<file path="src/rtl/pmx_pkg.sv">
package pmx_pkg;
  localparam int PORT_W = 8;
  localparam int GRP_W  = 4;
  localparam int GRP_N  = PORT_W / GRP_W;

  typedef enum logic [1:0] {
    OWN_GPIO  = 2'd0,
    OWN_PWM   = 2'd1,
    OWN_STALL = 2'd2
  } owner_e;

  // Fixed priority: stall detect, then PWM pair, then software.
  function automatic owner_e pick_owner(input logic stall_on, input logic pwm_on);
    if (stall_on)    return OWN_STALL;
    else if (pwm_on) return OWN_PWM;
    else             return OWN_GPIO;
  endfunction

  // Per-bit read-back of the data register.
  function automatic logic [PORT_W-1:0] data_readback(
    input logic [PORT_W-1:0] stored,
    input logic [PORT_W-1:0] dir,
    input logic [PORT_W-1:0] slew,
    input logic [PORT_W-1:0] pins
  );
    return (dir & stored) | (~dir & slew) | (~dir & ~slew & pins);
  endfunction
endpackage

</file>
<file path="src/rtl/pmx_sync.sv">
module pmx_sync #(
  parameter int W = 8
) (
  input  logic         clk,
  input  logic         rst_n,
  input  logic [W-1:0] d,
  output logic [W-1:0] q
);
  logic [W-1:0] stage1;
  logic [W-1:0] stage2;

  always_ff @(posedge clk or negedge rst_n) begin
    if (!rst_n) begin
      stage1 <= '0;
      stage2 <= '0;
    end else begin
      stage1 <= d;
      stage2 <= stage1;
    end
  end

  assign q = stage2;
endmodule

</file>
<file path="src/rtl/pmx_regs.sv">
module pmx_regs
  import pmx_pkg::*;
#(
  parameter int                ADDR_W   = 8,
  parameter logic [ADDR_W-1:0] ADR_DATA = 'h40,
  parameter logic [ADDR_W-1:0] ADR_DIR  = 'h42,
  parameter logic [ADDR_W-1:0] ADR_SLEW = 'h43
) (
  input  logic              clk,
  input  logic              rst_n,
  input  logic              wr,
  input  logic [ADDR_W-1:0] addr,
  input  logic [PORT_W-1:0] wdata,
  input  logic [PORT_W-1:0] pins_sync,
  output logic [PORT_W-1:0] rdata,
  output logic [PORT_W-1:0] data_q,
  output logic [PORT_W-1:0] dir_q,
  output logic [PORT_W-1:0] slew_q
);
  logic hit_data, hit_dir, hit_slew;
  assign hit_data = (addr == ADR_DATA);
  assign hit_dir  = (addr == ADR_DIR);
  assign hit_slew = (addr == ADR_SLEW);

  always_ff @(posedge clk or negedge rst_n) begin
    if (!rst_n) begin
      data_q <= '0;
      dir_q  <= '0;
      slew_q <= '0;
    end else if (wr) begin
      if (hit_data) data_q <= wdata;
      if (hit_dir)  dir_q  <= wdata;
      if (hit_slew) slew_q <= wdata;
    end
  end

  always_comb begin
    rdata = '0;
    if (hit_data)      rdata = data_readback(data_q, dir_q, slew_q, pins_sync);
    else if (hit_dir)  rdata = dir_q;
    else if (hit_slew) rdata = slew_q;
  end

  // a write to the data offset is stored at the next edge
  a_r6_data_write: assert property (@(posedge clk) disable iff (!rst_n)
    (wr && hit_data) |=> (data_q == $past(wdata)));
  // a write to the direction offset is stored at the next edge
  a_r6_dir_write: assert property (@(posedge clk) disable iff (!rst_n)
    (wr && hit_dir) |=> (dir_q == $past(wdata)));
  // registers hold when no write targets them
  a_r6_slew_hold: assert property (@(posedge clk) disable iff (!rst_n)
    !(wr && hit_slew) |=> $stable(slew_q));
endmodule

</file>
<file path="src/rtl/pmx_group_arb.sv">
module pmx_group_arb
  import pmx_pkg::*;
#(
  parameter int GW = 4
) (
  input  logic          stall_on,
  input  logic [GW-1:0] stall_out,
  input  logic [GW-1:0] stall_oe,
  input  logic          pwm_on,
  input  logic [GW-1:0] pwm_out,
  input  logic [GW-1:0] pwm_oe,
  input  logic [GW-1:0] gp_out,
  input  logic [GW-1:0] gp_oe,
  output owner_e        owner,
  output logic [GW-1:0] grp_out,
  output logic [GW-1:0] grp_oe
);
  assign owner = pick_owner(stall_on, pwm_on);

  always_comb begin
    unique case (owner)
      OWN_STALL: begin grp_out = stall_out; grp_oe = stall_oe; end
      OWN_PWM:   begin grp_out = pwm_out;   grp_oe = pwm_oe;   end
      default:   begin grp_out = gp_out;    grp_oe = gp_oe;    end
    endcase
  end
endmodule

</file>
<file path="src/rtl/pmx_port.sv">
module pmx_port
  import pmx_pkg::*;
#(
  parameter int                ADDR_W   = 8,
  parameter logic [ADDR_W-1:0] ADR_DATA = 'h40,
  parameter logic [ADDR_W-1:0] ADR_DIR  = 'h42,
  parameter logic [ADDR_W-1:0] ADR_SLEW = 'h43
) (
  input  logic              clk,
  input  logic              rst_n,
  input  logic              bus_wr,
  input  logic [ADDR_W-1:0] bus_addr,
  input  logic [PORT_W-1:0] bus_wdata,
  output logic [PORT_W-1:0] bus_rdata,
  input  logic [GRP_N-1:0]  sd_en,
  input  logic [PORT_W-1:0] sd_out,
  input  logic [PORT_W-1:0] sd_oe,
  input  logic [GRP_N-1:0]  mc_en,
  input  logic [PORT_W-1:0] mc_out,
  input  logic [PORT_W-1:0] mc_oe,
  input  logic [PORT_W-1:0] pin_in,
  output logic [PORT_W-1:0] pin_out,
  output logic [PORT_W-1:0] pin_oe
);
  logic [PORT_W-1:0] pins_sync;
  logic [PORT_W-1:0] data_q, dir_q, slew_q;
  logic [PORT_W-1:0] arb_out, arb_oe;
  owner_e            grp_owner [GRP_N];

  pmx_sync #(.W(PORT_W)) u_sync (
    .clk(clk), .rst_n(rst_n), .d(pin_in), .q(pins_sync)
  );

  pmx_regs #(
    .ADDR_W(ADDR_W), .ADR_DATA(ADR_DATA), .ADR_DIR(ADR_DIR), .ADR_SLEW(ADR_SLEW)
  ) u_regs (
    .clk(clk), .rst_n(rst_n), .wr(bus_wr), .addr(bus_addr), .wdata(bus_wdata),
    .pins_sync(pins_sync), .rdata(bus_rdata),
    .data_q(data_q), .dir_q(dir_q), .slew_q(slew_q)
  );

  for (genvar g = 0; g < GRP_N; g++) begin : g_grp
    pmx_group_arb #(.GW(GRP_W)) u_arb (
      .stall_on (sd_en[g]),
      .stall_out(sd_out[g*GRP_W +: GRP_W]),
      .stall_oe (sd_oe[g*GRP_W +: GRP_W]),
      .pwm_on   (mc_en[g]),
      .pwm_out  (mc_out[g*GRP_W +: GRP_W]),
      .pwm_oe   (mc_oe[g*GRP_W +: GRP_W]),
      .gp_out   (data_q[g*GRP_W +: GRP_W]),
      .gp_oe    (dir_q[g*GRP_W +: GRP_W]),
      .owner    (grp_owner[g]),
      .grp_out  (arb_out[g*GRP_W +: GRP_W]),
      .grp_oe   (arb_oe[g*GRP_W +: GRP_W])
    );

    // an enabled stall-detect unit drives the group
    a_r1_stall_owns: assert property (@(posedge clk) disable iff (!rst_n)
      sd_en[g] |-> (pin_out[g*GRP_W +: GRP_W] == sd_out[g*GRP_W +: GRP_W]) &&
                   (pin_oe[g*GRP_W +: GRP_W]  == sd_oe[g*GRP_W +: GRP_W]));
    // PWM pair drives when the stall unit is off
    a_r3_pwm_owns: assert property (@(posedge clk) disable iff (!rst_n)
      (!sd_en[g] && mc_en[g]) |->
        (pin_out[g*GRP_W +: GRP_W] == mc_out[g*GRP_W +: GRP_W]) &&
        (pin_oe[g*GRP_W +: GRP_W]  == mc_oe[g*GRP_W +: GRP_W]));
    // software registers drive when both peripherals are off
    a_r4_gpio_owns: assert property (@(posedge clk) disable iff (!rst_n)
      (!sd_en[g] && !mc_en[g]) |->
        (pin_oe[g*GRP_W +: GRP_W] == dir_q[g*GRP_W +: GRP_W]) &&
        (pin_out[g*GRP_W +: GRP_W] == data_q[g*GRP_W +: GRP_W]));
  end

  assign pin_out = arb_out;
  assign pin_oe  = rst_n ? arb_oe : '0;

  // Edges seen since reset release, saturating at two.
  logic [1:0] since_rst;
  always_ff @(posedge clk or negedge rst_n) begin
    if (!rst_n)                 since_rst <= 2'd0;
    else if (since_rst != 2'd2) since_rst <= since_rst + 2'd1;
  end

  // no pin is driven while reset is held
  a_r5_reset_hiz: assert property (@(posedge clk) !rst_n |-> (pin_oe == '0));
  // plain input bits return the pin level from two edges back
  a_r9_input_latency: assert property (@(posedge clk) disable iff (!rst_n)
    (since_rst == 2'd2 && bus_addr == ADR_DATA) |->
      ((bus_rdata & ~dir_q & ~slew_q) == ($past(pin_in, 2) & ~dir_q & ~slew_q)));
  // slew-limited input bits read as 1
  a_r8_slew_one: assert property (@(posedge clk) disable iff (!rst_n)
    (bus_addr == ADR_DATA) |-> ((bus_rdata & ~dir_q & slew_q) == (~dir_q & slew_q)));
endmodule

</file>
<file path="config.mk">
export PLATFORM = sky130hd
export DESIGN_NAME = pmx_port
export DESIGN_NICKNAME = d
export VERILOG_FILES = /design/src/rtl/pmx_pkg.sv /design/src/rtl/pmx_sync.sv /design/src/rtl/pmx_regs.sv /design/src/rtl/pmx_group_arb.sv /design/src/rtl/pmx_port.sv
export SDC_FILE = /design/constraint.sdc
export NUM_CORES = 1
export LEC_CHECK = 0
export ABC_AREA = 1
export BUFFER_PORTS_ARGS = -buffer_cell sky130_fd_sc_hd__buf_2
export CORE_ASPECT_RATIO = 0.6
export CORE_MARGIN = 3
export CORE_UTILIZATION = 51
export CTS_BUF_LIST = sky130_fd_sc_hd__clkbuf_2
export DETAILED_ROUTE_END_ITERATION = 16
export PLACE_DENSITY = 0.83
export REMOVE_ABC_BUFFERS = 1
export SLEW_MARGIN = 20
export SYNTH_ARGS = -nofsm -noshare
export SYNTH_HDL_FRONTEND = slang
export SYNTH_SLANG_ARGS = --single-unit
</file>
<file path="constraint.sdc">
create_clock -name clk -period 1.6 [get_ports clk]
set_clock_uncertainty 0.1 [all_clocks]
set_input_delay 0.08 -clock clk [delete_from_list [all_inputs] [get_ports clk]]
set_output_delay 0.08 -clock clk [all_outputs]
set_load 0.02 [all_outputs]
</file>
Word-level counts from Yosys, hierarchy flattened
Cells that the tools add are included.
- magnitude comparators: 0
- $add $sub $neg: 0
- shift-type cells: 0
- reduce and logical (&&, ||, !) cells: 3
- mux-type cells: 12
- divide/modulo/power cells: 0
- $mul: 0
- eq/ne operators: 7
- bitwise logic cells: 8
- operators by type and width (kind ; number):
    AND 8 bit ; 4
    two-way mux 8 bit ; 4
    one-hot mux 4 bit (2 select lines) ; 4
    equality test 8 x 7 -> 1 bit (second input constant) ; 3
    inverter 8 bit ; 2
    bitwise OR 8 bit ; 2
    AND reduction 2 bit ; 3
    equality test 2 x 1 -> 1 bit (second input constant) ; 2
    equality test 2 bit (second input constant) ; 2
    two-way mux 2 bit ; 2
    two-way mux 1 bit ; 2
- bits in latches: 0
- memory bits (writable): 0
- logic and storage cells: 35
- flip-flop bits (word level): 40
- bits of input ports: 63
- output and inout bits: 24
- bits in read-only memories: 0
- memories kept: 0

Logic depth before layout (Yosys ltp)
Gate-level depths: netlist (run 1).
- depth in word-level cells: 5
- gate-level depth with buffers: 7
- gate-level depth less buffers: 6

Hierarchy
A second synthesis (run 1) with hierarchy kept.
- cell total of the unflattened synthesis: 299
- area, all modules: 2268.4 sq um
- by module, submodules not included (module ; instances ; area an instance (sq um) ; cells each):
    pmx_regs ; 1 ; 1425.1 ; 188
    pmx_sync ; 1 ; 400.4 ; 16
    pmx_group_arb ; 2 ; 188.9 ; 39
    pmx_port ; 1 ; 65.1 ; 17

Least setup slack after synthesis (run 1)
No wires, ideal clock.
- kind: input port to output port
- start point: in bus_addr[4]
- end point: out bus_rdata[0]
- setup slack: 0.614 ns
- arrival: 0.806 ns
- stages: 6
- cells stage by stage: inv_2 nand2_1 nor2_8 buf_6 nand3_1 nand3_1
- word-level cells in the longest chain between the ends: 4
- elaborated cells between the ends (all ways): 6
- RTL lines (element ; RTL line ; RTL):
    start, declared ; pmx_port.sv:12 ; input logic [ADDR_W-1:0] bus_addr,
    equality test 8 x 7 -> 1 bit ; pmx_regs.sv:23 ; assign hit_slew = (addr == ADR_SLEW);
    two-way mux 8 bit ; pmx_regs.sv:41 ; else if (hit_slew) rdata = slew_q;
    two-way mux 8 bit ; pmx_regs.sv:40 ; else if (hit_dir) rdata = dir_q;
    two-way mux 8 bit (*) ; pmx_regs.sv:39 ; if (hit_data) rdata = data_readback(data_q, dir_q, slew_q, pins_sync);
    end, declared ; pmx_port.sv:14 ; output logic [PORT_W-1:0] bus_rdata,
Mark *: on every way between the ends. The rest lies on a longest branch, timed or not.

Worst setup path in the final report (run 1)
- start point: reg u_regs.slew_q[2]
- end point: out bus_rdata[2]
- word-level cells in the longest chain between the ends: 5
- elaborated cells between the ends (all ways): 9
- RTL lines (element ; RTL line ; RTL):
    start, declared ; pmx_regs.sv:18 ; output logic [PORT_W-1:0] slew_q
    start signal, assigned ; pmx_regs.sv:33 ; if (hit_slew) slew_q <= wdata;
    inverter 8 bit ; pmx_pkg.sv:26 ; return (dir & stored) | (~dir & slew) | (~dir & ~slew & pins);
    AND 8 bit (2 in a row) ; pmx_pkg.sv:26 ;
    bitwise OR 8 bit ; pmx_pkg.sv:26 ;
    two-way mux 8 bit (*) ; pmx_regs.sv:39 ;
Marked as above.

==> results.md, run 1 <==
- Dividing the final minimum period by the clock period gives 0.9835.
- In this run the critical register-to-register path is launched from u_regs.dir_q[3].
- The flow ran to the end, and the final reports show no timing, DRC or antenna violations.
- STA puts the critical path data required time at 1.42 ns.
- In this run the cell area measured after placement is 2676 µm².
- The combined global-route utilization of all metal layers is 0.2321.
- The cell family contributing the most delay on the critical path is flip-flops.
- The standard cell core area is 3914 µm².
- The worst register-to-register path has a setup slack of 0.67 ns.
- The critical path crosses 5 cells after its start point.
- Global routing finished with a remaining overflow of 0.
- In this run, distinct cell masters in the synthesized netlist total 18.
- The critical path in this run is classified as register to output pin.
- The number of cells on the worst reg-to-reg path is 3.
- Derived from the worst setup path, the maximum achievable clock frequency is 635.5 MHz.
- The detail-routed via count per cell is 5.156.
- The stage delay of the slowest cell on the critical path is 0.44 ns.
- The post-synthesis cell area is 2210 µm².
- The routed length per placed instance is 13.26 µm.
- The number of pins exceeding their max-slew limit in the final report is 0.
- The top metal layer carrying routed signals is met4.
- The count of synthesis-stage warnings from yosys is 0.
- The number of synthesized register bits is 40.
- TritonCTS built the clock tree.
- The tightest slew margin relative to the limit is 0.6897.
- The peak ir drop on the vdd network is 0.4889 mV.
- Traced cell by cell, the critical path runs through nor2_1, o21ai_0, nand2_1, nand3_1, buf_4.
- For this design, the slowest cell found on the critical path is dfrtp_1.
- In this run the worst hold path is classified as input pin to register.
- The initial antenna violation count is 0.
- After routing, the total negative slack on setup checks comes to 0 ns.
- Setup violations remaining at the end of the flow were counted as 0.
- The number of instances on the worst hold path is 6.
- The clock latency of the later-clocked register in the worst-skew pair is 0.43 ns.
- Relative to the synthesized area, the layout overhead comes to 38.84%.
- Setup repair after global routing could not meet its margin everywhere.
- The final total power is 2.133 mW.
- For the pin with the worst max-slew slack, the measured transition is 0.4639 ns.
- The routed design could run at a clock period as short as 1.574 ns.
- For this run, design rule violations remaining after detail routing come to 0.
- Before CTS, the worst setup slack after placement is 0.2634 ns.
- Counting both buffers and inverters, the worst setup path holds a total of 1.
- Across all hold checks on the routed design, the worst slack comes to 0.009193 ns.
- The H-tree depth is 2.
- The tool flagged a number of max-cap violations equal to 0.
- The clock sink total is 40.
- The number of detailed-routing iterations run before antenna repair is 7.
- The power per standard cell area is 695.1 nW/µm².
- The sequential cell area in the final layout is 1005 µm².
- 0 antenna diodes ended up in the layout.
- In the post-route analysis, the smallest setup slack over all paths is 0.02642 ns.
- The final instance count without filler cells is 469.
- The number of fill cells is 307.
- The endpoint of the most critical setup path is bus_rdata[2].
- The detailed router put a total of 2701 µm of wire on met1.
- The via count of the first global-routing pass is 2035.
- The starting density of the core is 0.5646.
- The clock tree buffer depth is 2.
- The startpoint kind of the worst setup timing path is a register.
- The count of routing violations after the opening detailed-route iteration is 151.
- The die boundary width is 90.98 µm.
- The start point of the critical path is u_regs.slew_q[2].
- The area used by multi-input combinational logic is 1081 µm².
- After detailed placement, the design holds a cell count of 431.
- The first global-routing pass estimated 9660 µm of wire.
- The data arrival time at the worst-slack endpoint is 1.39 ns.
- The root buffer selected by CTS is clkbuf_2.
- Once layout is done, the placed cells without fillers occupy 3068 µm².
- Once detail routing completed, the nets flagged for antenna violations numbered 0.
- During I/O placement, the number of pins put on the boundary was 87.
- At the end of routability-driven placement, the weighted congestion stood at 0.8210.
- The leakage power summed over all cells is 1.729 nW.
- STA classifies the critical path endpoint as an output pin.
- The sequential element share of the synthesized area is 0.4530.
- The floorplan step defined a die boundary enclosing 5184 µm².
- Counting every instance in the synthesized netlist gives 293.
- The routed wire length on met3 is 616 µm.
- The maximum number of pins on one net before global-route repair is 28.
- Port buffering added 86 buffers.
- Dividing the synthesized area by the synthesized cell count gives 7.541 µm².
- The total number of vias is 2418.
- Of the cells placed in the final design, the portion with a size suffix greater than 1 is 0.3350.
- The maximum net fanout on the critical path is 2.
- The final layout contains routed wiring with a total length of 6219 µm.
- The final-report hold violation count is 0.
- The number of nets in the final layout is 474.
- The endpoint identified for the worst register-to-register timing path is u_regs.dir_q[3].
- From bottom edge to top edge, the die measures 56.99 µm.
- TritonCTS created 5 clock buffers.
- Once layout is complete, the utilization of the core stands at 0.7839.
- Clock-pin slew was measured on the worst setup and hold paths at 0.23 ns.
- The floorplan row count is 17.
- The routed design uses 2832 µm of met2 wire.
- The total half-perimeter wirelength after legalization and detailed placement is 4267 µm.
final cells by class:
class,count,area share
timing repair buffer,121,0.2504
clock inverter,3,0.01509
sequential,40,0.3275
inverter,19,0.02325
tap,57,0.02325
clock buffer,5,0.008157
multi-input combinational,224,0.3524
registers in the layout (all words and copies together) (netlist names):
signal,count
u_regs.data_q,8
u_sync.stage1,8
u_regs.dir_q,8
u_regs.slew_q,8
u_sync.q,8
placed cells by master, fill, tap and decap left out:
| cell | netlist | final |
|---|---|---|
| nor2_1 | 10 | 9 |
| dfrtp_1 | 40 | 37 |
| inv_2 | 4 | 4 |
| o21ai_0 | 8 | 2 |
| clkbuf_2 | 0 | 5 |
| nand3_1 | 54 | 52 |
| o21ai_2 | 0 | 1 |
| inv_6 | 0 | 1 |
| nand2_2 | 4 | 4 |
| inv_1 | 15 | 15 |
| nor2_4 | 3 | 3 |
| nand4_1 | 8 | 8 |
| clkinvlp_4 | 0 | 1 |
| buf_2 | 4 | 81 |
| dfrtp_2 | 0 | 3 |
| o21ai_1 | 0 | 5 |
| buf_6 | 3 | 2 |
| nor2_2 | 6 | 7 |
| clkbuf_4 | 0 | 1 |
| buf_4 | 2 | 15 |
| nand3_4 | 2 | 2 |
| nand2_1 | 124 | 124 |
| dlygate4sd3_1 | 0 | 22 |
| nor2_8 | 2 | 2 |
| nand3_2 | 3 | 5 |
| bufinv_16 | 0 | 1 |
kinds of logic after synthesis:
kind of cell	Yosys count	share of synthesized area
compound gates	8	0.01812
buf+inv	29	0.06511
flops	40	0.4530
simple gates	216	0.4638
worst min-delay path by stage:
stage | end | from
after floorplan | u_regs.data_q[0] | rst_n
after global placement | u_regs.slew_q[1] | rst_n
after detailed placement | u_regs.data_q[1] | rst_n
after CTS | u_regs.slew_q[6] | bus_addr[2]
after global routing | u_regs.dir_q[0] | bus_addr[6]
final | u_regs.slew_q[6] | bus_addr[2]
metal layers:
layer / track usage / vias up
met5: 0 / -
met3: 0.06324 / 12
met2: 0.3577 / 122
met4: 0.04936 / 0
li1: - / 1176
met1: 0.3322 / 1108
synthesized netlist by cell type:
cell	number	area share
nand2_2	4	0.011
nor2_8	2	0.018
dfrtp_1	40	0.45
nand3_1	54	0.12
nand3_4	2	0.016
nand4_1	8	0.023
buf_4	2	0.0068
nor2_4	3	0.015
nand3_2	3	0.014
inv_1	15	0.025
nor2_1	10	0.017
nor2_2	6	0.017
nand2_1	124	0.21
inv_2	4	0.0068
o21ai_0	8	0.018
buf_2	4	0.0091
buf_6	3	0.015
clkbuf_1	1	0.0017
where the power goes:
| part | switching, mW | total, mW | internal, mW |
|---|---|---|---|
| clock network | 0.368 | 0.637 | 0.269 |
| registers | 0.0370 | 1.10 | 1.06 |
| logic | 0.223 | 0.397 | 0.175 |
timing repair:
action | in CTS | in global routing
gates resized for setup | 0 | 20
hold buffers | 21 | 1
setup buffers | 0 | 8
endpoints found under the setup margin | 0 | 11
hold endpoints to repair | 72 | 9
tightest hold or removal path, delay by kind of cell:
| family | cells | cell delay, ns |
|---|---|---|
| and+or+nand+nor | 5 | 0.35 |
| buffers and inverters | 1 | 0.11 |
Power figures use the tool's default switching activity.
==> run 2: changes to the inputs <==
--- a/config.mk
+++ b/config.mk
@@ -9,10 +9,10 @@
 export BUFFER_PORTS_ARGS = -buffer_cell sky130_fd_sc_hd__buf_2
 export CORE_ASPECT_RATIO = 0.6
 export CORE_MARGIN = 3
-export CORE_UTILIZATION = 51
+export CORE_UTILIZATION = 45
 export CTS_BUF_LIST = sky130_fd_sc_hd__clkbuf_2
 export DETAILED_ROUTE_END_ITERATION = 16
-export PLACE_DENSITY = 0.83
+export PLACE_DENSITY = 0.75
 export REMOVE_ABC_BUFFERS = 1
 export SLEW_MARGIN = 20
 export SYNTH_ARGS = -nofsm -noshare
==> run 2 against run 1 <==
Critical path depth decreased by 1. Sequential share of layout area is 0.28 points higher. Global-route usage shrank 2.0 points. Fmax rose by 1.2%. Final cell count is the same. Via count down 2.4%. Die area grew 12%. Non-clock buffer count shrank 6. Clock power shrank 5.2%. Highest routed layer unchanged.
==> results.md, run 2 (synthesis results as in run 1) <==
- The run finished with clean final reports.
- The power per standard cell area was 687.0 nW/µm² (-1.2%).
- The die area is 5815 µm² (+12%).
- The floorplan row count is 19 (+2).
- The transition time at the pin with the least slew margin is 0.4588 ns (-0.005018 ns).
- The final hold slack is 0.03927 ns (+0.03007 ns).
- The final instance count without filler cells was 469 (unchanged).
- The wire length of the first global-routing pass is 9453 µm (-2.1%).
- The endpoint of the worst register-to-register path is u_regs.dir_q[1].
- The number of instances on the worst hold path is 6 (unchanged).
- The startpoint identified for the worst hold timing path is bus_addr[7].
- The detail-routed via count per cell is 5.034 (-2.4%).
- The number of nets still failing antenna checks after routing is 0 (unchanged).
- The startpoint identified for the worst register-to-register timing path is u_regs.dir_q[1].
- The final-report hold violation count was 0 (unchanged).
- The clock period minus final worst setup slack is 1.554 ns (-0.01931 ns).
- The path class of the tightest hold or removal check is input pin to register.
- The die boundary width came to 96.47 µm (+6.0%).
- The count of unresolved DRC violations after routing was 0 (unchanged).
- Leaving out fill and tap cells, the most frequent cells in the layout are nand2_1 (124), buf_2 (79), nand3_1 (50), dfrtp_1 (39), dlygate4sd3_1 (20).
- The number of detailed-routing iterations run before antenna repair is 4 (-3).
- The final setup TNS is 0 ns (unchanged).
- The clock sink total came to 40 (unchanged).
- The total half-perimeter wirelength after legalization and detailed placement is 4193 µm (-1.7%).
- The worst-case reg-to-reg path depth is 4 (+1).
- STA classifies the critical path startpoint as a register.
- The standard cell core area is 4659 µm² (+19%).
- The starting density of the core is 0.4742 (-0.09036).
- The worst setup path category is register to output pin.
- The count of maximum capacitance violations came to 0 (unchanged).
- The final design utilization was 0.6512 (-0.1327).
- The combined global-route utilization of all metal layers is 0.2126 (-0.01954).
- The root buffer selected by CTS is clkbuf_2.
- The routed length per placed instance is 12.78 µm (-3.6%).
- The data arrival time at the worst-slack endpoint came to 1.37 ns (-0.02 ns).
- The final wirelength is 5993 µm (-3.6%).
- The number of buffers created by CTS is 5 (unchanged).
- Setup repair after global routing could not meet its margin everywhere.
- The number of nets in the final layout is 468 (-1.3%).
- The start point of the critical path is u_regs.dir_q[0].
- The leakage power summed over all cells was 1.720 nW (-0.51%).
- The share of post-route cells with drive strength above 1 is 0.3276 (-0.007365).
- The initial antenna violation count was 0 (unchanged).
- The final weighted congestion in routability-driven placement is 0.8052 (-1.9%).
- The post-placement cell area was 2669 µm² (-0.28%).
- The final total power is 2.085 mW (-2.3%).
- The area of all placed cells without fillers is 3034 µm² (-1.1%).
- The global-route congestion overflow total was 0 (unchanged).
- The clock latency of the later-clocked register in the worst-skew pair is 0.40 ns (-0.03 ns).
- The tightest slew margin relative to the limit is 0.6934 (+0.003640).
- The number of fill cells is 425 (+38%).
- The top-level I/O count is 87 (unchanged).
- The H-tree depth is 2 (unchanged).
- The register-to-register path setup slack is 0.60 ns (-0.07 ns).
- The clock tree buffer depth was 2 (unchanged).
- The count of routing violations after the opening detailed-route iteration is 133 (-12%).
- The most frequent standard cell in the layout excluding fill and tap cells is nand2_1.
- The post-placement cell count is 435 (+0.93%).
- TritonCTS built the clock tree.
- The antenna diode count is 0 (unchanged).
- The share of the cycle needed by the critical path after routing is 0.9714 (-0.01207).
- The post-place setup slack is 0.2628 ns (-0.0006230 ns).
- For hold timing, the worst endpoint is u_regs.data_q[5].
- The top achievable clock speed was 643.4 MHz (+1.2%).
- The maximum number of pins on one net before global-route repair is 32 (+14%).
- The growth of design area from synthesis to finish is 37.32%.
- The peak ir drop on the vdd network is 0.5223 mV (+6.8%).
- The final worst-path setup slack is 0.04573 ns (+0.01931 ns).
- The via count of the first global-routing pass was 2075 (+2.0%).
- The total number of vias came to 2361 (-2.4%).
- The capturing element type of the critical path is an output pin.
- The maximum net fanout on the critical path is 5 (+3).
- The number of pins exceeding their max-slew limit in the final report is 0 (unchanged).
- The clock input transition at the sequential cells of the worst setup and hold paths is 0.23 ns (about the same).
- The height of the die was 60.28 µm (+5.8%).
- The required time of the critical path is 1.42 ns (about the same).
- The number of port buffers is 86 (unchanged).
- The total setup violations reported at the end of the flow is 0 (unchanged).
-- run 2: cell count changes in the layout (fill, tap and decap cells not counted), moves of 2 or more --
cell / before / now
nand3_2: 5 / 7
buf_2: 81 / 79
buf_4: 15 / 13
dlygate4sd3_1: 22 / 20
dfrtp_2: 3 / 1
nand3_1: 52 / 50
dfrtp_1: 37 / 39
-- run 2: worst max-delay path by stage --
stage | endpoint | depth (start not counted)
floorplan | u_regs.dir_q[0] | 6
global placement | bus_rdata[0] | 7
detailed placement | u_regs.dir_q[4] | 7
CTS | bus_rdata[2] | 4
global route | bus_rdata[6] | 5
finish | bus_rdata[0] | 4
-- run 2: area by class of cell --
| class | count | area (µm²) | area share |
|---|---|---|---|
| clock buffers | 5 | 25.02 | 0.008247 |
| flip-flops and latches | 40 | 1002 | 0.3303 |
| clock inverters | 3 | 42.54 | 0.01402 |
| inverters | 19 | 71.32 | 0.02351 |
| repair buffers | 115 | 726.9 | 0.2396 |
| well taps | 63 | 78.83 | 0.02598 |
| multi-input cells | 224 | 1087 | 0.3583 |
-- run 2: critical path, cell delays in order, from the launching register on --
cell,delay [ns]
dfrtp_1,0.47
buf_4,0.16
nand3_1,0.10
nand3_2,0.10
buf_4,0.17
-- run 2: report_power, final --
group,leakage (nW),switching [mW],total [mW],internal [mW]
clock,0.0390,0.343,0.604,0.261
combinational,1.17,0.215,0.383,0.168
sequential,0.516,0.0361,1.10,1.06
total,1.72,0.595,2.08,1.49
-- run 2: routing by layer --
layer  up-vias  global-route usage  part of all wire
met1      1094              0.2969              0.45
met2       100              0.3304              0.45
li1       1165                   -                 -
met3         2             0.06164              0.10
met5         -                   0                 0
met4         0             0.04391            0.0017
-- run 2: timing repair --
| action | in CTS | in global routing |
|---|---|---|
| gates resized for setup | 0 | 22 |
| hold buffers | 20 | 0 |
| endpoints found under the hold margin | 72 | 0 |
| endpoints found under the setup margin | 0 | 8 |
| setup buffers | 0 | 6 |
==> run 3: changes to the inputs <==
--- a/config.mk
+++ b/config.mk
@@ -6,7 +6,7 @@
 export NUM_CORES = 1
 export LEC_CHECK = 0
 export ABC_AREA = 1
-export BUFFER_PORTS_ARGS = -buffer_cell sky130_fd_sc_hd__buf_2
+export BUFFER_PORTS_ARGS = -buffer_cell sky130_fd_sc_hd__buf_4
 export CORE_ASPECT_RATIO = 0.6
 export CORE_MARGIN = 3
 export CORE_UTILIZATION = 45
==> constraint.sdc (replaced) <==
create_clock -name clk -period 1.6 [get_ports clk]
set_clock_uncertainty 0.1 [all_clocks]
set_input_delay 0.24 -clock clk [delete_from_list [all_inputs] [get_ports clk]]
set_output_delay 0.24 -clock clk [all_outputs]
set_load 0.02 [all_outputs]
==> run 3 against run 2 <==
The flow now finishes with violations (negative setup slack). Sequential share of layout area fell by 3.4 points. First-iteration DRC count fell by 2.3%. Die area did not move. Combinational power rose by 25%. Global-route usage rose by 1.0 points. Worst hold slack improved by 0.11 ns. Routed wire length rose by 5.2%. Register-to-register slack improved by 0.05 ns. Fmax fell by 8.2%. Critical path depth did not move.
==> results.md, run 3 (synthesis results as in run 1) <==
- The number of fill cells came to 378 (-11%).
- The maximum number of pins on one net before global-route repair is 28 (-13%).
- The total number of vias is 2363 (+0.085%).
- From synthesis to final layout, the design area changed by 53.11%.
- The routed wire length on met3 was 489 µm (-20%).
- The final reports fail on negative setup slack.
- The number of buffers created by CTS is 5 (unchanged).
- The slowest stage cell on the critical path is dfrtp_1.
- The combined global-route utilization of all metal layers came to 0.2227 (+0.01010).
- In this run the worst hold path is classified as input pin to register.
- The standard cell core area is 4659 µm² (unchanged).
- The worst setup path category is register to output pin.
- The clock input transition at the sequential cells of the worst setup and hold paths is 0.19 ns (-0.04 ns).
- The transition time at the pin with the least slew margin is 0.5007 ns (+0.04190 ns).
- The top achievable clock speed came to 590.6 MHz (-8.2%).
- The final hold slack is 0.1485 ns (+0.1092 ns).
- The final wirelength is 6302 µm (+5.2%).
- The via count of the first global-routing pass is 2045 (-1.4%).
- The peak ir drop on the vdd network came to 0.5622 mV (+7.6%).
- The stage delay of the slowest cell on the critical path is 0.47 ns (about the same).
- The final worst-path setup slack is -0.09306 ns (-0.1388 ns).
- The floorplan row count was 19 (unchanged).
- The maximum net fanout on the critical path was 5 (unchanged).
- The number of nets still failing antenna checks after routing is 0 (unchanged).
- The initial antenna violation count is 0 (unchanged).
- TritonCTS built the clock tree.
- The number of pins exceeding their max-slew limit in the final report is 0 (unchanged).
- Leaving out fill and tap cells, the most frequent cell in the layout is nand2_1.
- The total setup violations reported at the end of the flow is 8 (+8).
- The share of the cycle needed by the critical path after routing was 1.058 (+0.08675).
- The capturing element type of the critical path is an output pin.
- The data arrival time at the worst-slack endpoint was 1.35 ns (-0.02 ns).
- The count of maximum capacitance violations is 0 (unchanged).
- The die boundary width is 96.47 µm (unchanged).
- Traced cell by cell, the critical path runs through o21ai_1, nand2_1, nand3_2, buf_6.
- The total half-perimeter wirelength after legalization and detailed placement is 4385 µm (+4.6%).
- The die area came to 5815 µm² (unchanged).
- The total met2 wirelength after detailed routing is 2933 µm (+8.3%).
- The post-place setup slack was 0.05935 ns (-0.2034 ns).
- The tree is rooted in a clkbuf_2.
- The required time of the critical path is 1.26 ns (-0.16 ns).
- Setup repair after global routing could not meet its margin everywhere.
- The top metal layer carrying routed signals is met4.
- The share of post-route cells with drive strength above 1 was 0.3874 (+0.05982).
- The final setup TNS is -0.2631 ns (-0.2631 ns).
- The count of unresolved DRC violations after routing was 0 (unchanged).
- The run finished, with violations left.
- The power per standard cell area is 593.2 nW/µm² (-14%).
- The clock tree buffer depth came to 2 (unchanged).
- The routed length per placed instance came to 13.24 µm (+3.6%).
- The count of routing violations after the opening detailed-route iteration is 130 (-2.3%).
- The wire length of the first global-routing pass is 9770 µm (+3.4%).
- The number of detailed-routing iterations run before antenna repair is 4 (unchanged).
- The detailed-route wire length on metal 1 was 2838 µm (+6.4%).
- The final-report hold violation count is 0 (unchanged).
- The antenna diode count came to 0 (unchanged).
- The detail-routed via count per cell came to 4.964 (-1.4%).
- The height of the die is 60.28 µm (unchanged).
- The global-route congestion overflow total was 0 (unchanged).
- The leakage power summed over all cells came to 1.867 nW (+8.5%).
- The H-tree depth is 2 (unchanged).
- The startpoint kind of the worst setup timing path is a register.
- The top-level I/O count is 87 (unchanged).
- The clock latency of the later-clocked register in the worst-skew pair is 0.39 ns (about the same).
- The clock period minus final worst setup slack is 1.693 ns (+0.1388 ns).
- In the layout the commonest cells are nand2_1 (122), buf_4 (87), nand3_1 (43), dfrtp_1 (38).
- The number of port buffers was 86 (unchanged).
- The final weighted congestion in routability-driven placement is 0.8450 (+4.9%).
- The clock sink total was 40 (unchanged).
- The number of nets in the final layout is 476 (+1.7%).
- The starting density of the core is 0.4742 (unchanged).
- The tightest slew margin relative to the limit is 0.6651 (-0.02831).
==> run 3: metal layers <==
| metal | vias up | GRT usage |
|---|---|---|
| met5 | - | 0 |
| met1 | 1089 | 0.3315 |
| met2 | 87 | 0.3392 |
| met3 | 7 | 0.04528 |
| met4 | 0 | 0.03992 |
| li1 | 1180 | - |
==> run 3: worst paths after layout <==
| check | from | endpoint | slack, ns | depth (start not counted) |
|---|---|---|---|---|
| worst max-delay path | u_regs.dir_q[0] | bus_rdata[0] | -0.09 | 4 |
| worst min-delay path | bus_wr | u_regs.data_q[6] | 0.15 | 3 |
| worst max register to register | u_regs.slew_q[1] | u_regs.slew_q[1] | 0.65 | 4 |
| worst min register to register | u_sync.stage1[5] | u_sync.q[5] | 0.27 | 0 |
| max in group asynchronous | rst_n | u_regs.dir_q[6] | 0.39 | 3 |
| min in group asynchronous | rst_n | u_regs.dir_q[1] | 0.32 | 2 |
==> run 3: what timing repair did <==
action,4_1_cts,5_1_grt
resized for setup,25,23
pin swaps,11,15
hold buffers,15,2
endpoints found under the hold margin,59,4
setup buffers,10,2
endpoints found under the setup margin,11,16
==> run 3: through the flow <==
stage / std cells / area [µm²] / util / power (mW)
after global routing: 476 / 3383 / 0.7261 / 2.099
after floorplan: 283 / 2137 / - / 1.262
final: 476 / 3383 / 0.7261 / 2.007
after global placement: 440 / 2947 / 0.6324 / 1.507
after detailed placement: 440 / 2947 / 0.6324 / 1.517
after CTS: 472 / 3279 / 0.7038 / 1.981
==> run 3: report_power, final <==
part / switching, mW / internal, mW
Combinational: 0.231 / 0.247
Clock: 0.325 / 0.104
Sequential: 0.0387 / 1.06
==> run 3: area by class of cell <==
type,instances,area (µm²),area share
Sequential cell,40,1003,0.2966
Clock inverter,1,5.005,0.001479
Multi-Input combinational cell,224,1140,0.3369
Tap cell,63,78.83,0.02330
Timing Repair Buffer,123,1055,0.3118
Clock buffer,6,30.03,0.008876
Inverter,19,71.32,0.02108
==> run 3: worst max-delay path: cells and delay by family, from the launching register on <==
kind / cells / cell delay [ns]
compound gates: 1 / 0.21
buf+inv: 1 / 0.11
flops: 1 / 0.47
simple gates: 2 / 0.17
